===== config.mk =====
export PLATFORM = sky130hd
export DESIGN_NAME = dmaq_chan_ctrl
export DESIGN_NICKNAME = d
export VERILOG_FILES = /design/src/rtl/dmaq_pkg.sv /design/src/rtl/dmaq_fsm.sv /design/src/rtl/dmaq_regs.sv /design/src/rtl/dmaq_chan_ctrl.sv
export SDC_FILE = /design/constraint.sdc
export NUM_CORES = 1
export LEC_CHECK = 0
export BUFFER_PORTS_ARGS = -buffer_cell sky130_fd_sc_hd__buf_2
export CORE_UTILIZATION = 46
export DETAILED_ROUTE_END_ITERATION = 8
export GPL_TIMING_DRIVEN = 1
export PLACE_DENSITY_LB_ADDON = 0.05
export SYNTH_ARGS = -nofsm -noshare
export SYNTH_HDL_FRONTEND = slang
export SYNTH_SLANG_ARGS = --single-unit

===== constraint.sdc =====
create_clock -name clk -period 2.75 [get_ports clk]
set_input_delay 0.6875 -clock clk [delete_from_list [all_inputs] [get_ports clk]]
set_output_delay 0.6875 -clock clk [all_outputs]
set_load 0.01 [all_outputs]

===== src/rtl/dmaq_pkg.sv =====
package dmaq_pkg;
  typedef enum logic [3:0] {
    ST_IDLE    = 4'd0,
    ST_RUN     = 4'd1,
    ST_CPL     = 4'd2,
    ST_PAUSE   = 4'd3,
    ST_HALT    = 4'd4,
    ST_ABORT   = 4'd5,
    ST_WAIT    = 4'd6,
    ST_BUFFCLR = 4'd7
  } chq_state_e;

  localparam logic [7:0] OFF_CTRL0 = 8'h20;
  localparam logic [7:0] OFF_CTRL1 = 8'h24;
  localparam logic [7:0] OFF_STATE = 8'h30;
  localparam logic [7:0] OFF_ISTS  = 8'h40;
  localparam logic [7:0] OFF_IMSK  = 8'h44;

  localparam int BIT_EN    = 0;
  localparam int BIT_PAUSE = 4;
  localparam int BIT_RST   = 0;

  localparam int EVT_DONE  = 0;
  localparam int EVT_ABORT = 1;
endpackage


===== src/rtl/dmaq_fsm.sv =====
module dmaq_fsm
  import dmaq_pkg::*;
#(
  parameter int CLR_CYCLES = 4
) (
  input  logic       clk,
  input  logic       rst_n,
  input  logic       en,
  input  logic       pause,
  input  logic       rst_pend,
  input  logic       job_pending,
  input  logic       start_ready,
  input  logic       job_done,
  output chq_state_e state,
  output logic       done_evt,
  output logic       abort_evt,
  output logic       clr_start,
  output logic       clr_finish
);
  localparam int CNT_W = $clog2(CLR_CYCLES + 1);
  localparam logic [CNT_W-1:0] CNT_LAST = CNT_W'(CLR_CYCLES - 1);

  chq_state_e       state_d;
  logic [CNT_W-1:0] clr_cnt;

  assign clr_finish = (state == ST_BUFFCLR) && (clr_cnt == CNT_LAST);
  assign clr_start  = (state_d == ST_BUFFCLR) && (state != ST_BUFFCLR);
  assign done_evt   = (state == ST_RUN) && en && job_done;
  assign abort_evt  = (state == ST_RUN) && !en;

  always_comb begin
    state_d = state;
    unique case (state)
      ST_IDLE: begin
        if (rst_pend)                  state_d = ST_BUFFCLR;
        else if (en && pause)          state_d = ST_PAUSE;
        else if (en && job_pending)    state_d = ST_WAIT;
      end
      ST_WAIT: begin
        if (rst_pend)                  state_d = ST_BUFFCLR;
        else if (!en)                  state_d = ST_IDLE;
        else if (pause)                state_d = ST_PAUSE;
        else if (start_ready)          state_d = ST_RUN;
      end
      ST_RUN: begin
        if (!en)                       state_d = ST_ABORT;
        else if (job_done)             state_d = ST_CPL;
      end
      ST_CPL:     state_d = (en && pause) ? ST_PAUSE : ST_IDLE;
      ST_PAUSE: begin
        if (rst_pend)                  state_d = ST_BUFFCLR;
        else if (!en || !pause)        state_d = ST_IDLE;
      end
      ST_ABORT:   state_d = ST_HALT;
      ST_HALT: begin
        if (rst_pend)                  state_d = ST_BUFFCLR;
      end
      ST_BUFFCLR: begin
        if (clr_finish)                state_d = ST_IDLE;
      end
      default:    state_d = ST_IDLE;
    endcase
  end

  always_ff @(posedge clk or negedge rst_n) begin
    if (!rst_n) begin
      state   <= ST_IDLE;
      clr_cnt <= '0;
    end else begin
      state   <= state_d;
      clr_cnt <= (state == ST_BUFFCLR && !clr_finish) ? clr_cnt + 1'b1 : '0;
    end
  end
endmodule


===== src/rtl/dmaq_regs.sv =====
module dmaq_regs
  import dmaq_pkg::*;
#(
  parameter int ADDR_W = 8,
  parameter int DATA_W = 32,
  parameter int INT_W  = 13
) (
  input  logic              clk,
  input  logic              rst_n,
  input  logic              wr_en,
  input  logic [ADDR_W-1:0] wr_addr,
  input  logic [DATA_W-1:0] wr_data,
  input  logic [ADDR_W-1:0] rd_addr,
  output logic [DATA_W-1:0] rd_data,
  input  chq_state_e        state,
  input  logic [INT_W-1:0]  int_src,
  input  logic              done_evt,
  input  logic              abort_evt,
  input  logic              clr_start,
  input  logic              clr_finish,
  output logic              en,
  output logic              pause,
  output logic              rst_pend,
  output logic [INT_W-1:0]  sts,
  output logic [INT_W-1:0]  mask
);
  logic wr_ctrl0, wr_ctrl1, wr_ists, wr_imsk;
  logic [INT_W-1:0] hw_set;

  assign wr_ctrl0 = wr_en && (wr_addr == ADDR_W'(OFF_CTRL0));
  assign wr_ctrl1 = wr_en && (wr_addr == ADDR_W'(OFF_CTRL1));
  assign wr_ists  = wr_en && (wr_addr == ADDR_W'(OFF_ISTS));
  assign wr_imsk  = wr_en && (wr_addr == ADDR_W'(OFF_IMSK));

  always_ff @(posedge clk or negedge rst_n) begin
    if (!rst_n) begin
      en       <= 1'b0;
      pause    <= 1'b0;
      rst_pend <= 1'b0;
      mask     <= '1;
    end else begin
      if (wr_ctrl0) begin
        en    <= wr_data[BIT_EN];
        pause <= wr_data[BIT_PAUSE];
      end
      if (clr_finish)
        rst_pend <= 1'b0;
      else if (wr_ctrl1 && wr_data[BIT_RST])
        rst_pend <= 1'b1;
      if (wr_imsk)
        mask <= wr_data[INT_W-1:0];
    end
  end

  for (genvar gi = 0; gi < INT_W; gi++) begin : g_sts
    assign hw_set[gi] = int_src[gi]
                      | ((gi == EVT_DONE)  && done_evt)
                      | ((gi == EVT_ABORT) && abort_evt);
    always_ff @(posedge clk or negedge rst_n) begin
      if (!rst_n)                      sts[gi] <= 1'b0;
      else if (clr_start)              sts[gi] <= 1'b0;
      else if (hw_set[gi])             sts[gi] <= 1'b1;
      else if (wr_ists && wr_data[gi]) sts[gi] <= 1'b0;
    end
  end

  always_comb begin
    rd_data = '0;
    case (rd_addr)
      ADDR_W'(OFF_CTRL0): begin
        rd_data[BIT_EN]    = en;
        rd_data[BIT_PAUSE] = pause;
      end
      ADDR_W'(OFF_CTRL1): rd_data[BIT_RST]  = rst_pend;
      ADDR_W'(OFF_STATE): rd_data[3:0]      = state;
      ADDR_W'(OFF_ISTS):  rd_data[INT_W-1:0] = sts;
      ADDR_W'(OFF_IMSK):  rd_data[INT_W-1:0] = mask;
      default:            rd_data = '0;
    endcase
  end
endmodule


===== src/rtl/dmaq_chan_ctrl.sv =====
module dmaq_chan_ctrl
  import dmaq_pkg::*;
#(
  parameter int ADDR_W     = 8,
  parameter int DATA_W     = 32,
  parameter int INT_W      = 13,
  parameter int CLR_CYCLES = 4
) (
  input  logic              clk,
  input  logic              rst_n,
  input  logic              wr_en,
  input  logic [ADDR_W-1:0] wr_addr,
  input  logic [DATA_W-1:0] wr_data,
  input  logic [ADDR_W-1:0] rd_addr,
  output logic [DATA_W-1:0] rd_data,
  input  logic              job_pending,
  output logic              start_valid,
  input  logic              start_ready,
  input  logic              job_done,
  input  logic [INT_W-1:0]  int_src,
  output logic              run_cmd,
  output logic              pause_cmd,
  output logic              abort_cmd,
  output logic [3:0]        chan_state,
  output logic              irq
);
  chq_state_e       state_q;
  logic             ctrl_en, ctrl_pause, rst_pend;
  logic             done_evt, abort_evt, clr_start, clr_finish;
  logic [INT_W-1:0] sts_q, mask_q;

  dmaq_fsm #(.CLR_CYCLES(CLR_CYCLES)) u_fsm (
    .clk         (clk),
    .rst_n       (rst_n),
    .en          (ctrl_en),
    .pause       (ctrl_pause),
    .rst_pend    (rst_pend),
    .job_pending (job_pending),
    .start_ready (start_ready),
    .job_done    (job_done),
    .state       (state_q),
    .done_evt    (done_evt),
    .abort_evt   (abort_evt),
    .clr_start   (clr_start),
    .clr_finish  (clr_finish)
  );

  dmaq_regs #(.ADDR_W(ADDR_W), .DATA_W(DATA_W), .INT_W(INT_W)) u_regs (
    .clk        (clk),
    .rst_n      (rst_n),
    .wr_en      (wr_en),
    .wr_addr    (wr_addr),
    .wr_data    (wr_data),
    .rd_addr    (rd_addr),
    .rd_data    (rd_data),
    .state      (state_q),
    .int_src    (int_src),
    .done_evt   (done_evt),
    .abort_evt  (abort_evt),
    .clr_start  (clr_start),
    .clr_finish (clr_finish),
    .en         (ctrl_en),
    .pause      (ctrl_pause),
    .rst_pend   (rst_pend),
    .sts        (sts_q),
    .mask       (mask_q)
  );

  assign start_valid = (state_q == ST_WAIT);
  assign run_cmd     = (state_q == ST_RUN);
  assign abort_cmd   = (state_q == ST_ABORT);
  assign pause_cmd   = ctrl_pause;
  assign chan_state  = state_q;
  assign irq         = |(sts_q & ~mask_q);
endmodule


## Yosys cells after proc, flatten, opt, wreduce, memory -nomap -nowiden

Cells that the tools add are included.

- Bits in registers: 36
- Input port bits: 67
- Output and inout bits: 41
- Word-level logic and storage cells: 150

- $add $sub $neg: 1
- Equal/unequal tests: 19
- Multiplexer cells: 61
- Bitwise operators: 4
- Reduce and logical (&&, ||, !) cells: 46

Operators with widths:

| operator | number |
|---|---|
| two-way mux 4 bit | 13 |
| two-way mux 1 bit | 41 |
| == test 8 x 6 -> 1 bit (second input constant) | 5 |
| nonzero test 3 bit | 13 |
| == test 8 x 7 -> 1 bit (second input constant) | 4 |
| one-hot mux 4 bit (8 select lines) | 1 |
| logical AND 1 bit | 26 |
| == test 4 x 3 -> 1 bit (second input constant) | 5 |
| one-hot mux 8 bit (2 select lines) | 1 |
| AND 13 bit | 1 |
| inverter 13 bit | 1 |
| OR reduction 13 bit | 1 |
| one-hot mux 3 bit (3 select lines) | 1 |
| == test 4 x 2 -> 1 bit (second input constant) | 2 |
| one-hot mux 1 bit (5 select lines) | 1 |
| == test 4 x 1 -> 1 bit (second input constant) | 1 |
| logical NOT 4 bit | 1 |
| inequality test 4 x 3 -> 1 bit (second input constant) | 1 |
| adder 3 x 1 -> 3 bit (second input constant) | 1 |
| == test 3 x 2 -> 1 bit (second input constant) | 1 |
| logical NOT 1 bit | 3 |
| two-way mux 3 bit | 1 |
| one-hot mux 1 bit (3 select lines) | 1 |
| two-way mux 2 bit | 1 |
| 3 further kinds | 4 |

## Longest topological paths before layout

Gate-level depths: netlist of run 1.

- Word-level depth: 8
- Mapped depth: 8
- Depth with buffers taken out: 7

## Cells and area by module

Synthesis of run 1 repeated with hierarchy kept, for this count alone.

- Cell total of the unflattened synthesis: 230
- Area total of the unflattened synthesis: 2,263.4 µm²

Modules (own cells, without submodules):

| module | times used | cells each | area an instance (µm²) | seq. area each (µm²) |
|---|---|---|---|---|
| dmaq_regs | 1 | 147 | 1,614.0 | 742.0 |
| dmaq_fsm | 1 | 59 | 518.0 | 175.2 |
| dmaq_chan_ctrl | 1 | 24 | 131.4 | 0.0 |

## Worst setup path before layout of run 1

Ideal clock, no wire load.

- Path kind: input-to-output
- Start: input port rd_addr[1]
- End: output port rd_data[3]
- Data arrival time: 1.859 ns
- Data required time: 2.062 ns
- Path slack: 0.204 ns
- Stages on the path: 6
- Path buffers: 1
- Cell sequence: nor4_1 -> nand2b_1 -> nor3b_1 -> buf_2 -> a222oi_1 -> inv_1

- Cells in the longest elaborated chain, start to end: 2
- Elaborated cells between the ends (all ways): 4
- Classes of those cells: eq/ne: 3; mux: 1

Ends and longest elaborated chain:

| element | line | source |
|---|---|---|
| start, declared | dmaq_chan_ctrl.sv:14 | `input logic [ADDR_W-1:0] rd_addr,` |
| == test 8 x 7 -> 1 bit or == test 8 x 6 -> 1 bit (tied branches) | dmaq_regs.sv:69 | `case (rd_addr)` |
| one-hot mux 3 bit (3 select lines) (*) | dmaq_regs.sv:69 |  |
| end, declared | dmaq_chan_ctrl.sv:15 | `output logic [DATA_W-1:0] rd_data,` |

Mark *: on every way between the ends. The rest lies on a longest branch, timed or not.

## Worst setup path after layout of run 1

- Start: input port rd_addr[0]
- End: output port rd_data[1]

Same word-level chain as after synthesis.

==> results of run 1 <==
==> synth_stat cells (all sizes together) (2+ instances only) <==
cell type and number:
a31oi 3, o22ai 4, and3b 2, nor2b 2
a211oi 2, buf 29, nand3 3, a21oi 28
or3 2, inv 20, o21ai 5, mux2 15
nor2 7, nor4 3, and4bb 2, nor3 2
nand2 23, clkbuf 2, ha 2, nor4b 2
nand2b 3, a222oi 4, nand3b 2, nor4bb 2
dfrtp 23, nor3b 3, a22o 10, dfstp 13
==> layout make-up <==
cell class / count / share of cell area
multi-input combinational: 166 / 0.418
sequential: 36 / 0.339
timing repair buffer: 78 / 0.160
clock buffer: 7 / 0.0282
inverter: 20 / 0.0278
tap: 54 / 0.0250
clock inverter: 1 / 0.00185
==> per-layer routing <==
layer	track usage	vias to the layer above	share of wire
li1	-	948	-
met1	0.310	913	0.48
met2	0.344	68	0.45
met3	0.0506	5	0.055
met4	0.0654	0	0.012
met5	0	-	0
==> kinds of logic (layout without fill, tap and decap cells) <==
kind of cell / after synthesis / in the layout / share of synthesized area
other: 1 / 20 / 0.00167
and+or+nand+nor: 63 / 63 / 0.168
adders and majority gates: 2 / 2 / 0.0112
AOI/OAI and AO/OA: 65 / 65 / 0.199
muxes: 15 / 15 / 0.0754
buffers and inverters: 51 / 106 / 0.131
DFF: 36 / 36 / 0.409
xor gates and xnor gates: 1 / 1 / 0.00391
==> flip-flops by register name, indices dropped and copies added, names as in the netlist <==
name / cells
u_regs.mask: 13
u_regs.sts: 13
u_fsm.state: 4
u_fsm.clr_cnt: 3
u_regs.en: 1
u_regs.pause: 1
u_regs.rst_pend: 1
==> worst register-to-register path, cell delays in order (launching register included) <==
cell	delay (ns)
dfrtp_1	0.54
or4b_4	0.65
a2bb2o_4	0.24
a311oi_2	0.04
o21ai_2	0.16
buf_4	0.22
a21oi_1	0.10
==> power breakdown <==
group / switching [mW] / internal [mW] / leakage, nW / total (mW)
registers: 0.0305 / 0.553 / 0.384 / 0.584
clock network: 0.184 / 0.178 / 0.0422 / 0.362
logic: 0.0774 / 0.0652 / 0.871 / 0.143
==> worst max-delay path by stage <==
stage | endpoint | from | slack, ns
floorplan | rd_data[3] | rd_addr[1] | 0.20
global placement | rd_data[1] | rd_addr[1] | -0.001
detailed placement | rd_data[1] | rd_addr[1] | 0.01
CTS | rd_data[1] | rd_addr[1] | 0.002
global route | rd_data[1] | rd_addr[0] | -0.008
finish | rd_data[1] | rd_addr[0] | 0.11
==> metrics by stage <==
| step | worst slack, ns | power, mW | instance area (um2) | TNS (ns) |
|---|---|---|---|---|
| 2_1_floorplan | 0.204 | 0.682 | 2310 | 0 |
| 3_3_place_gp | -0.00103 | 0.731 | 2560 | -0.00103 |
| 6_report | 0.107 | 1.09 | 2700 | 0 |
| 4_1_cts | 0.00174 | 1.09 | 2640 | 0 |
| 3_5_place_dp | 0.0124 | 0.731 | 2560 | 0 |
| 5_1_grt | -0.00811 | 1.14 | 2700 | -0.0101 |
==> placed cells by master, fill, tap and decap left out, drive strengths merged, types with 3 or more instances in the layout <==
master and count:
clkbuf 8, nand2 23, buf 77, nor3b 3, a21oi 28, o22ai 4, dfstp 13, a22o 10
nor2 7, a222oi 4, dfrtp 23, nor4 3, nand3 3, o21ai 5, mux2 15, a31oi 3
conb 20, nand2b 3, inv 20
==> what timing repair did <==
action,in CTS,in global routing
buffers inserted,0,1
gates resized for setup,0,12
endpoints found under the setup margin,0,13
==> flow_metrics.tcl, run 1 <==
set metrics [dict create \
    status "finished clean" \
    antenna_found_initial 0 \
    initial_core_util 0.478 \
    synth_top_flop_cell "dfrtp_1" \
    worstPathRequired_ns 2.06 \
    cts-root-buf "clkbuf_8" \
    fmax_mhz 378 \
    dr.pass1.iters 5 \
    yosys.area.top_type_share 0.257 \
    crit_cells 8 \
    cts_max_level 2 \
    cts_tree "done" \
    rr_startpoint "u_fsm.state[2]$_DFF_PN0_" \
    rows 25 \
    regToRegEndpoint "u_regs.sts[2]$_DFFE_PN0P_" \
    gp_congestion 0.787 \
    cp_slowest_cell "nor4_4" \
    synth.distinct_cells 49 \
    period_needed_ns 2.64 \
    synth_area_mm2 0.00224 \
    clock_path_buffers 2 \
    cp-start-kind "input port" \
    report.final.slew_viol_count 0 \
    arrival_ns 1.96 \
    skew_ns 0.00473 \
    finalSetupViolCount 0 \
    grt_max_degree 37 \
    finalCritPeriodShare 0.961 \
    drtIter0Drc 98 \
    cap_violations 0 \
    path_cells "buf_2 -> nor4_4 -> nand2b_1 -> nor3b_2 -> buf_4 -> a222oi_1 -> inv_1 -> buf_6" \
    yosysTopAreaCell "dfrtp_1" \
    peakVddDrop_uv 269 \
    multi_input_area_mm2 0.00113 \
    syn_area_per_cell_um2 9.58 \
    vias 1934 \
    io_pins 108 \
    numPortBuffers 69 \
    holdPathEnd "u_fsm.clr_cnt[0]$_DFF_PN0_" \
    final_core_util 0.576 \
    path_buf_inv 4 \
    seq_area_um2 917 \
    tightest_slew_ns 0.797 \
    synthToLayoutAreaGrowth_pct 20.6 \
    vias_per_cell 5.34 \
    cts.clk_slew.worst_paths_ns 0.07 \
    fin_nets 376 \
    hold_path_depth 1 \
    p_leak_nw 1.30 \
    post-dp-hpwl_um 3770 \
    clk_latency_ns 0.29 \
    synth_edf_count 0 \
    fill_cells 449 \
    gr-usage-all-layers 0.221 \
    hold_class "register to register" \
    cts.sinks 36 \
    place_inst 352 \
    grt_pass1_vias 1768 \
    synth_area_leaders "dfrtp_1 26%, dfstp_2 15%, mux2_2 7.5%, buf_4 6.4%, a21oi_1 6.3%" \
    dieArea_mm2 0.00515 \
    criticalPathCategory "input port to output pin" \
    ys_seq_elements 36 \
    core_area_mm2 0.00469 \
    ys_seq_area_frac 0.409 \
    holdWs_ns 0.432 \
    antenna_cells_inserted 0 \
    fin_cells 362 \
    grt_first_pass_wirelength_um 8670 \
    ant_nets 0 \
    drt_wl_total_um 5430 \
    drcViolationCount 0 \
    hold_buffers 0 \
    max_slew_margin 0.469 \
    worstPathMaxFanout 6 \
    dieHeight_um 71.8 \
    critical_path.top_delay_family "simple AND/OR/NAND/NOR gates" \
    drive_gt1_frac 0.399 \
    cts_buffers 5 \
    end_kind "output pin" \
    routedWlPerCell_um 15.0 \
    synthArstFlopShare 1.00 \
    die_x_um 71.8 \
    grt_overflow 0 \
    synthCells 234 \
    r2r_slack_ns 0.68 \
    yosysWarnings 0 \
    reg2reg_depth 6 \
    final_hold_viol_count 0 \
    min_from "u_fsm.clr_cnt[0]$_DFF_PN0_" \
    slowest_delay_ns 0.26 \
    powerDensity_mw_per_mm2 403 \
]
No activity file was read; power rests on OpenSTA's default activity.
==> inputs of run 2 (changes only) <==
RECOVER_POWER = 100   (was unset)
==> flow_metrics.tcl, run 2 (synthesized netlist as in run 1, its figures left out) <==
set metrics [dict create \
    period_needed_ns 2.64 \
    p_seq_frac 0.538 \
    switchingPower_uw 291 \
    peakVddDrop_uv 269 \
    dr.pass1.iters 5 \
    cts_max_level 2 \
    vias_per_cell 5.32 \
    regToRegEndpoint "u_regs.sts[7]$_DFFE_PN0P_" \
    hold_buffers 0 \
    final_common_cell "buf_2" \
    dieHeight_um 71.8 \
    drtIter0Drc 82 \
    antenna_found_initial 0 \
    drt_wl_total_um 5450 \
    vias 1925 \
    r2r_slack_ns 0.44 \
    holdWs_ns 0.432 \
    arrival_ns 1.96 \
    finalCritPeriodShare 0.962 \
    io_pins 108 \
    swShare 0.269 \
    rows 25 \
    finalSetupViolCount 0 \
    ant_nets 0 \
    grt_overflow 0 \
    p_leak_nw 1.24 \
    cts-root-buf "clkbuf_8" \
    violations "capacitance limit, slew limit" \
    fmax_mhz 378 \
    tightest_slew_ns 1.90 \
    report.final.slew_viol_count 37 \
    dieArea_mm2 0.00515 \
    numPortBuffers 69 \
    antenna_cells_inserted 0 \
    power_frac_comb 0.127 \
    core_area_mm2 0.00469 \
    cts.sinks 36 \
    end_kind "output pin" \
    die_x_um 71.8 \
    pre_cts_slack_ns 0.0124 \
    status "complete, but fails checks" \
    fin_ws_ns 0.105 \
    gr-usage-all-layers 0.221 \
    fin_nets 376 \
    drive_gt1_frac 0.344 \
    pwr-share-clk 0.335 \
    clock_path_buffers 2 \
    cts.clk_slew.worst_paths_ns 0.07 \
    grt_max_degree 37 \
    rr_startpoint "u_fsm.state[2]$_DFF_PN0_" \
    fill_cells 461 \
    cts_buffers 5 \
    crit_path_end "rd_data[11]" \
    max_slew_margin -0.266 \
    final_design_area_no_fill_mm2 0.00265 \
    hold_class "register to register" \
    routedWlPerCell_um 15.0 \
    grt_first_pass_wirelength_um 8670 \
    criticalPathCategory "input port to output pin" \
    synthToLayoutAreaGrowth_pct 18.4 \
    place_area_mm2 0.00256 \
    worstPathMaxFanout 6 \
    cap_violations 1 \
    post-dp-hpwl_um 3770 \
    p_int_uw 792 \
    cp-start-kind "input port" \
    cts_tree "done" \
    grt_pass1_vias 1768 \
    initial_core_util 0.478 \
    reg2reg_depth 6 \
    final_hold_viol_count 0 \
    min_from "u_fsm.clr_cnt[0]$_DFF_PN0_" \
    critPathLaunch "rd_addr[0]" \
    drcViolationCount 0 \
    final_cell_mix "55 x buf_2, 28 x a21oi_1, 23 x nand2_1, 23 x dfrtp_1" \
    worstPathRequired_ns 2.06 \
    clk_latency_ns 0.29 \
    gp_congestion 0.787 \
    powerDensity_mw_per_mm2 408 \
    top_regs "u_regs.mask (13), u_regs.sts (13), u_fsm.state (4)" \
    skew_ns 0.00466 \
]
[run 2: how the worst min path moves through the flow]
| stage | to | slack, ns | cells past startpoint |
|---|---|---|---|
| 3_5_place_dp | u_fsm.clr_cnt[0]$_DFF_PN0_ | 0.43 | 1 |
| 2_1_floorplan | u_fsm.clr_cnt[0]$_DFF_PN0_ | 0.39 | 0 |
| 5_1_grt | u_fsm.clr_cnt[0]$_DFF_PN0_ | 0.49 | 1 |
| 3_3_place_gp | u_fsm.clr_cnt[0]$_DFF_PN0_ | 0.43 | 1 |
| 4_1_cts | u_fsm.clr_cnt[0]$_DFF_PN0_ | 0.44 | 1 |
| 6_report | u_fsm.clr_cnt[0]$_DFF_PN0_ | 0.43 | 1 |
[run 2: critical path, cell delays in order]
cell,delay [ns]
buf_2,0.11
nor4_4,0.26
nand2b_1,0.14
nor3b_2,0.22
buf_2,0.24
a22o_1,0.17
buf_2,0.12
[run 2: repair_timing]
action,in CTS,in global routing
setup buffers,0,1
gates resized for setup,0,12
setup endpoints to repair,0,13
[run 2: metrics by stage]
stage,TNS [ns],power [mW],utilization,instances
final,0,1.08,0.565,362
after global routing,-0.0102,1.14,0.565,362
after CTS,0,1.09,0.563,360
after detailed placement,0,0.731,0.545,352
after global placement,-0.00103,0.731,0.545,352
after floorplan,0,0.682,-,253
[run 2: power by group through the flow]
stage	combinational [mW]	sequential (mW)	clock (mW)
finish	0.137	0.583	0.363
global route	0.153	0.587	0.395
CTS	0.139	0.584	0.371
detailed placement	0.138	0.593	0
global placement	0.138	0.593	0
floorplan	0.105	0.577	0
[run 2: layer usage]
layer  vias up  global-route usage  wire (um)
li1        948                   -          -
met1       900               0.310       2560
met2        72               0.344       2440
met3         5              0.0506        378
met4         0              0.0654         66
met5         -                   0          0
[run 2: final cells by class]
| type | instances | area (um2) | area share |
|---|---|---|---|
| multi-input cells | 166 | 1100 | 0.416 |
| flip-flops and latches | 36 | 917 | 0.346 |
| inverters | 20 | 75.1 | 0.0283 |
| repair buffers | 78 | 409 | 0.154 |
| clock buffers | 7 | 76.3 | 0.0288 |
| well taps | 54 | 67.6 | 0.0255 |
| clock inverters | 1 | 5.00 | 0.00189 |
==> inputs of run 3 (changes only) <==
ABC_AREA = 1   (was unset)
CORE_UTILIZATION = 47   (was 46)
==> flow_metrics.tcl, run 3 <==
set metrics [dict create \
    fill_cells 488 \
    routedWlPerCell_um 12.6 \
    worstPathRequired_ns 2.06 \
    die_x_um 71.8 \
    period_needed_ns 2.67 \
    finalCritPeriodShare 0.972 \
    ys_seq_elements 36 \
    power.total_mw 1.59 \
    rows 25 \
    antenna_found_initial 0 \
    yosysWarnings 0 \
    cts_tree "done" \
    multi_input_area_mm2 0.00109 \
    finalSetupViolCount 0 \
    dieHeight_um 71.8 \
    worstPathMaxFanout 5 \
    cts.sinks 36 \
    end_kind "output pin" \
    final_hold_viol_count 0 \
    synth_area_mm2 0.00229 \
    grt_overflow 0 \
    final_cell_mix "67 x nand2_1, 61 x buf_2, 38 x nor2_1" \
    grt_first_pass_wirelength_um 8970 \
    hold_class "register to register" \
    place_inst 440 \
    yosys.area.top_type_share 0.251 \
    numPortBuffers 69 \
    io_pins 108 \
    ys_seq_area_frac 0.400 \
    dr.pass1.iters 4 \
    tightest_slew_ns 1.96 \
    synth_edf_count 0 \
    top_regs "u_regs.mask (13), u_regs.sts (13), u_fsm.state (4)" \
    fin_nets 462 \
    clock_path_buffers 2 \
    final_common_cell "nand2_1" \
    cp-start-kind "input port" \
    criticalPathCategory "input port to output pin" \
    gp_congestion 0.893 \
    synth_top_flop_cell "dfrtp_1" \
    cts_buffers 5 \
    violations "capacitance limit, slew limit" \
    skew_ns 0.00534 \
    drive_gt1_frac 0.266 \
    cts_max_level 2 \
    synth.distinct_cells 32 \
    vias_per_cell 4.97 \
    peakVddDrop_uv 281 \
    ant_nets 0 \
    initial_core_util 0.489 \
    rsz0062_at_grt "no" \
    max_slew_margin -0.307 \
    arrival_ns 1.99 \
    synth.most_common_cell "nand2_1" \
    grt_pass1_vias 2056 \
    r2r_slack_ns 0.60 \
    ys_top_cells_by_count "68 x nand2_1, 37 x nor2_1, 36 x inv_1" \
    drcViolationCount 0 \
    cts.clk_slew.worst_paths_ns 0.08 \
    grt_max_degree 37 \
    vias 2225 \
    antenna_cells_inserted 0 \
    final_design_area_no_fill_mm2 0.00271 \
    holdWs_ns 0.439 \
    place_area_mm2 0.00266 \
    seq_area_um2 917 \
    synthToLayoutAreaGrowth_pct 18.0 \
    setup_tns_ns 0 \
    hold_buffers 0 \
    drt_wl_total_um 5650 \
    status "complete, but fails checks" \
    synthCells 314 \
    synth_area_leaders "dfrtp_1 25%, dfstp_2 15%, nand2_1 11%, nand3_1 7.4%, buf_4 6.9%" \
    report.final.slew_viol_count 37 \
    syn_area_per_cell_um2 7.30 \
    yosysTopAreaCell "dfrtp_1" \
    cts-root-buf "clkbuf_8" \
    p_leak_nw 1.41 \
    dieArea_mm2 0.00516 \
    gr-usage-all-layers 0.229 \
    fin_cells 448 \
    fmax_mhz 374 \
    synthArstFlopShare 1.00 \
    clk_latency_ns 0.29 \
    drtIter0Drc 95 \
    core_area_mm2 0.00469 \
    post-dp-hpwl_um 4210 \
    powerDensity_mw_per_mm2 589 \
    cap_violations 1 \
]
==> run 3: area by class of cell <==
cell class / count / share of cell area
Timing Repair Buffer: 78 / 0.145
Sequential cell: 36 / 0.339
Multi-Input combinational cell: 231 / 0.402
Clock inverter: 3 / 0.00694
Inverter: 41 / 0.0569
Tap cell: 54 / 0.0250
Clock buffer: 5 / 0.0254
==> run 3: critical path: stages <==
cell and delay, ns:
buf_2 0.10, or2_2 0.32, nor3_2 0.18, nand2_2 0.15, buf_4 0.18, o21ai_0 0.19, buf_2 0.17
==> run 3: worst paths after layout <==
check / start / to / depth (start not counted)
hold / removal: u_fsm.clr_cnt[0]$_DFF_PN0_ / u_fsm.clr_cnt[0]$_DFF_PN0_ / 1
setup reg to reg: u_fsm.clr_cnt[0]$_DFF_PN0_ / u_regs.sts[5]$_DFFE_PN0P_ / 9
max in group asynchronous: rst_n / u_regs.sts[6]$_DFFE_PN0P_ / 1
hold reg to reg: u_fsm.clr_cnt[0]$_DFF_PN0_ / u_fsm.clr_cnt[0]$_DFF_PN0_ / 1
min in group asynchronous: rst_n / u_regs.en$_DFFE_PN0P_ / 1
setup / recovery: rd_addr[1] / rd_data[7] / 7
==> run 3: through the flow <==
| stage | setup WS (ns) | util |
|---|---|---|
| after global routing | 0.00676 | 0.577 |
| after floorplan | 0.381 | - |
| after detailed placement | 0.0270 | 0.567 |
| after CTS | 0.0266 | 0.586 |
| final | 0.0774 | 0.577 |
| after global placement | -0.0155 | 0.567 |
==> run 3: kinds of logic after synthesis <==
family,share of synthesized area
fa+ha+maj,0.0109
simple gates,0.329
flops,0.400
compound gates,0.111
buf+inv,0.147
other cells,0.00164
==> run 3: what timing repair did <==
action | in CTS | in global routing
endpoints found under the setup margin | 0 | 12
setup buffers | 0 | 0
gates resized for setup | 0 | 4
==> run 3: layer usage <==
layer	wire (um)	part of all wire	track usage
met4	68	0.012	0.0828
met3	323	0.057	0.0605
met5	0	0	0
met2	2770	0.49	0.388
met1	2490	0.44	0.282
==> run 3: power breakdown <==
part           total [mW]  switching (mW)  leakage, nW  internal (mW)
Combinational       0.456           0.294        0.983          0.162
Clock               0.371           0.195       0.0479          0.176
Sequential          0.766           0.109        0.382          0.657
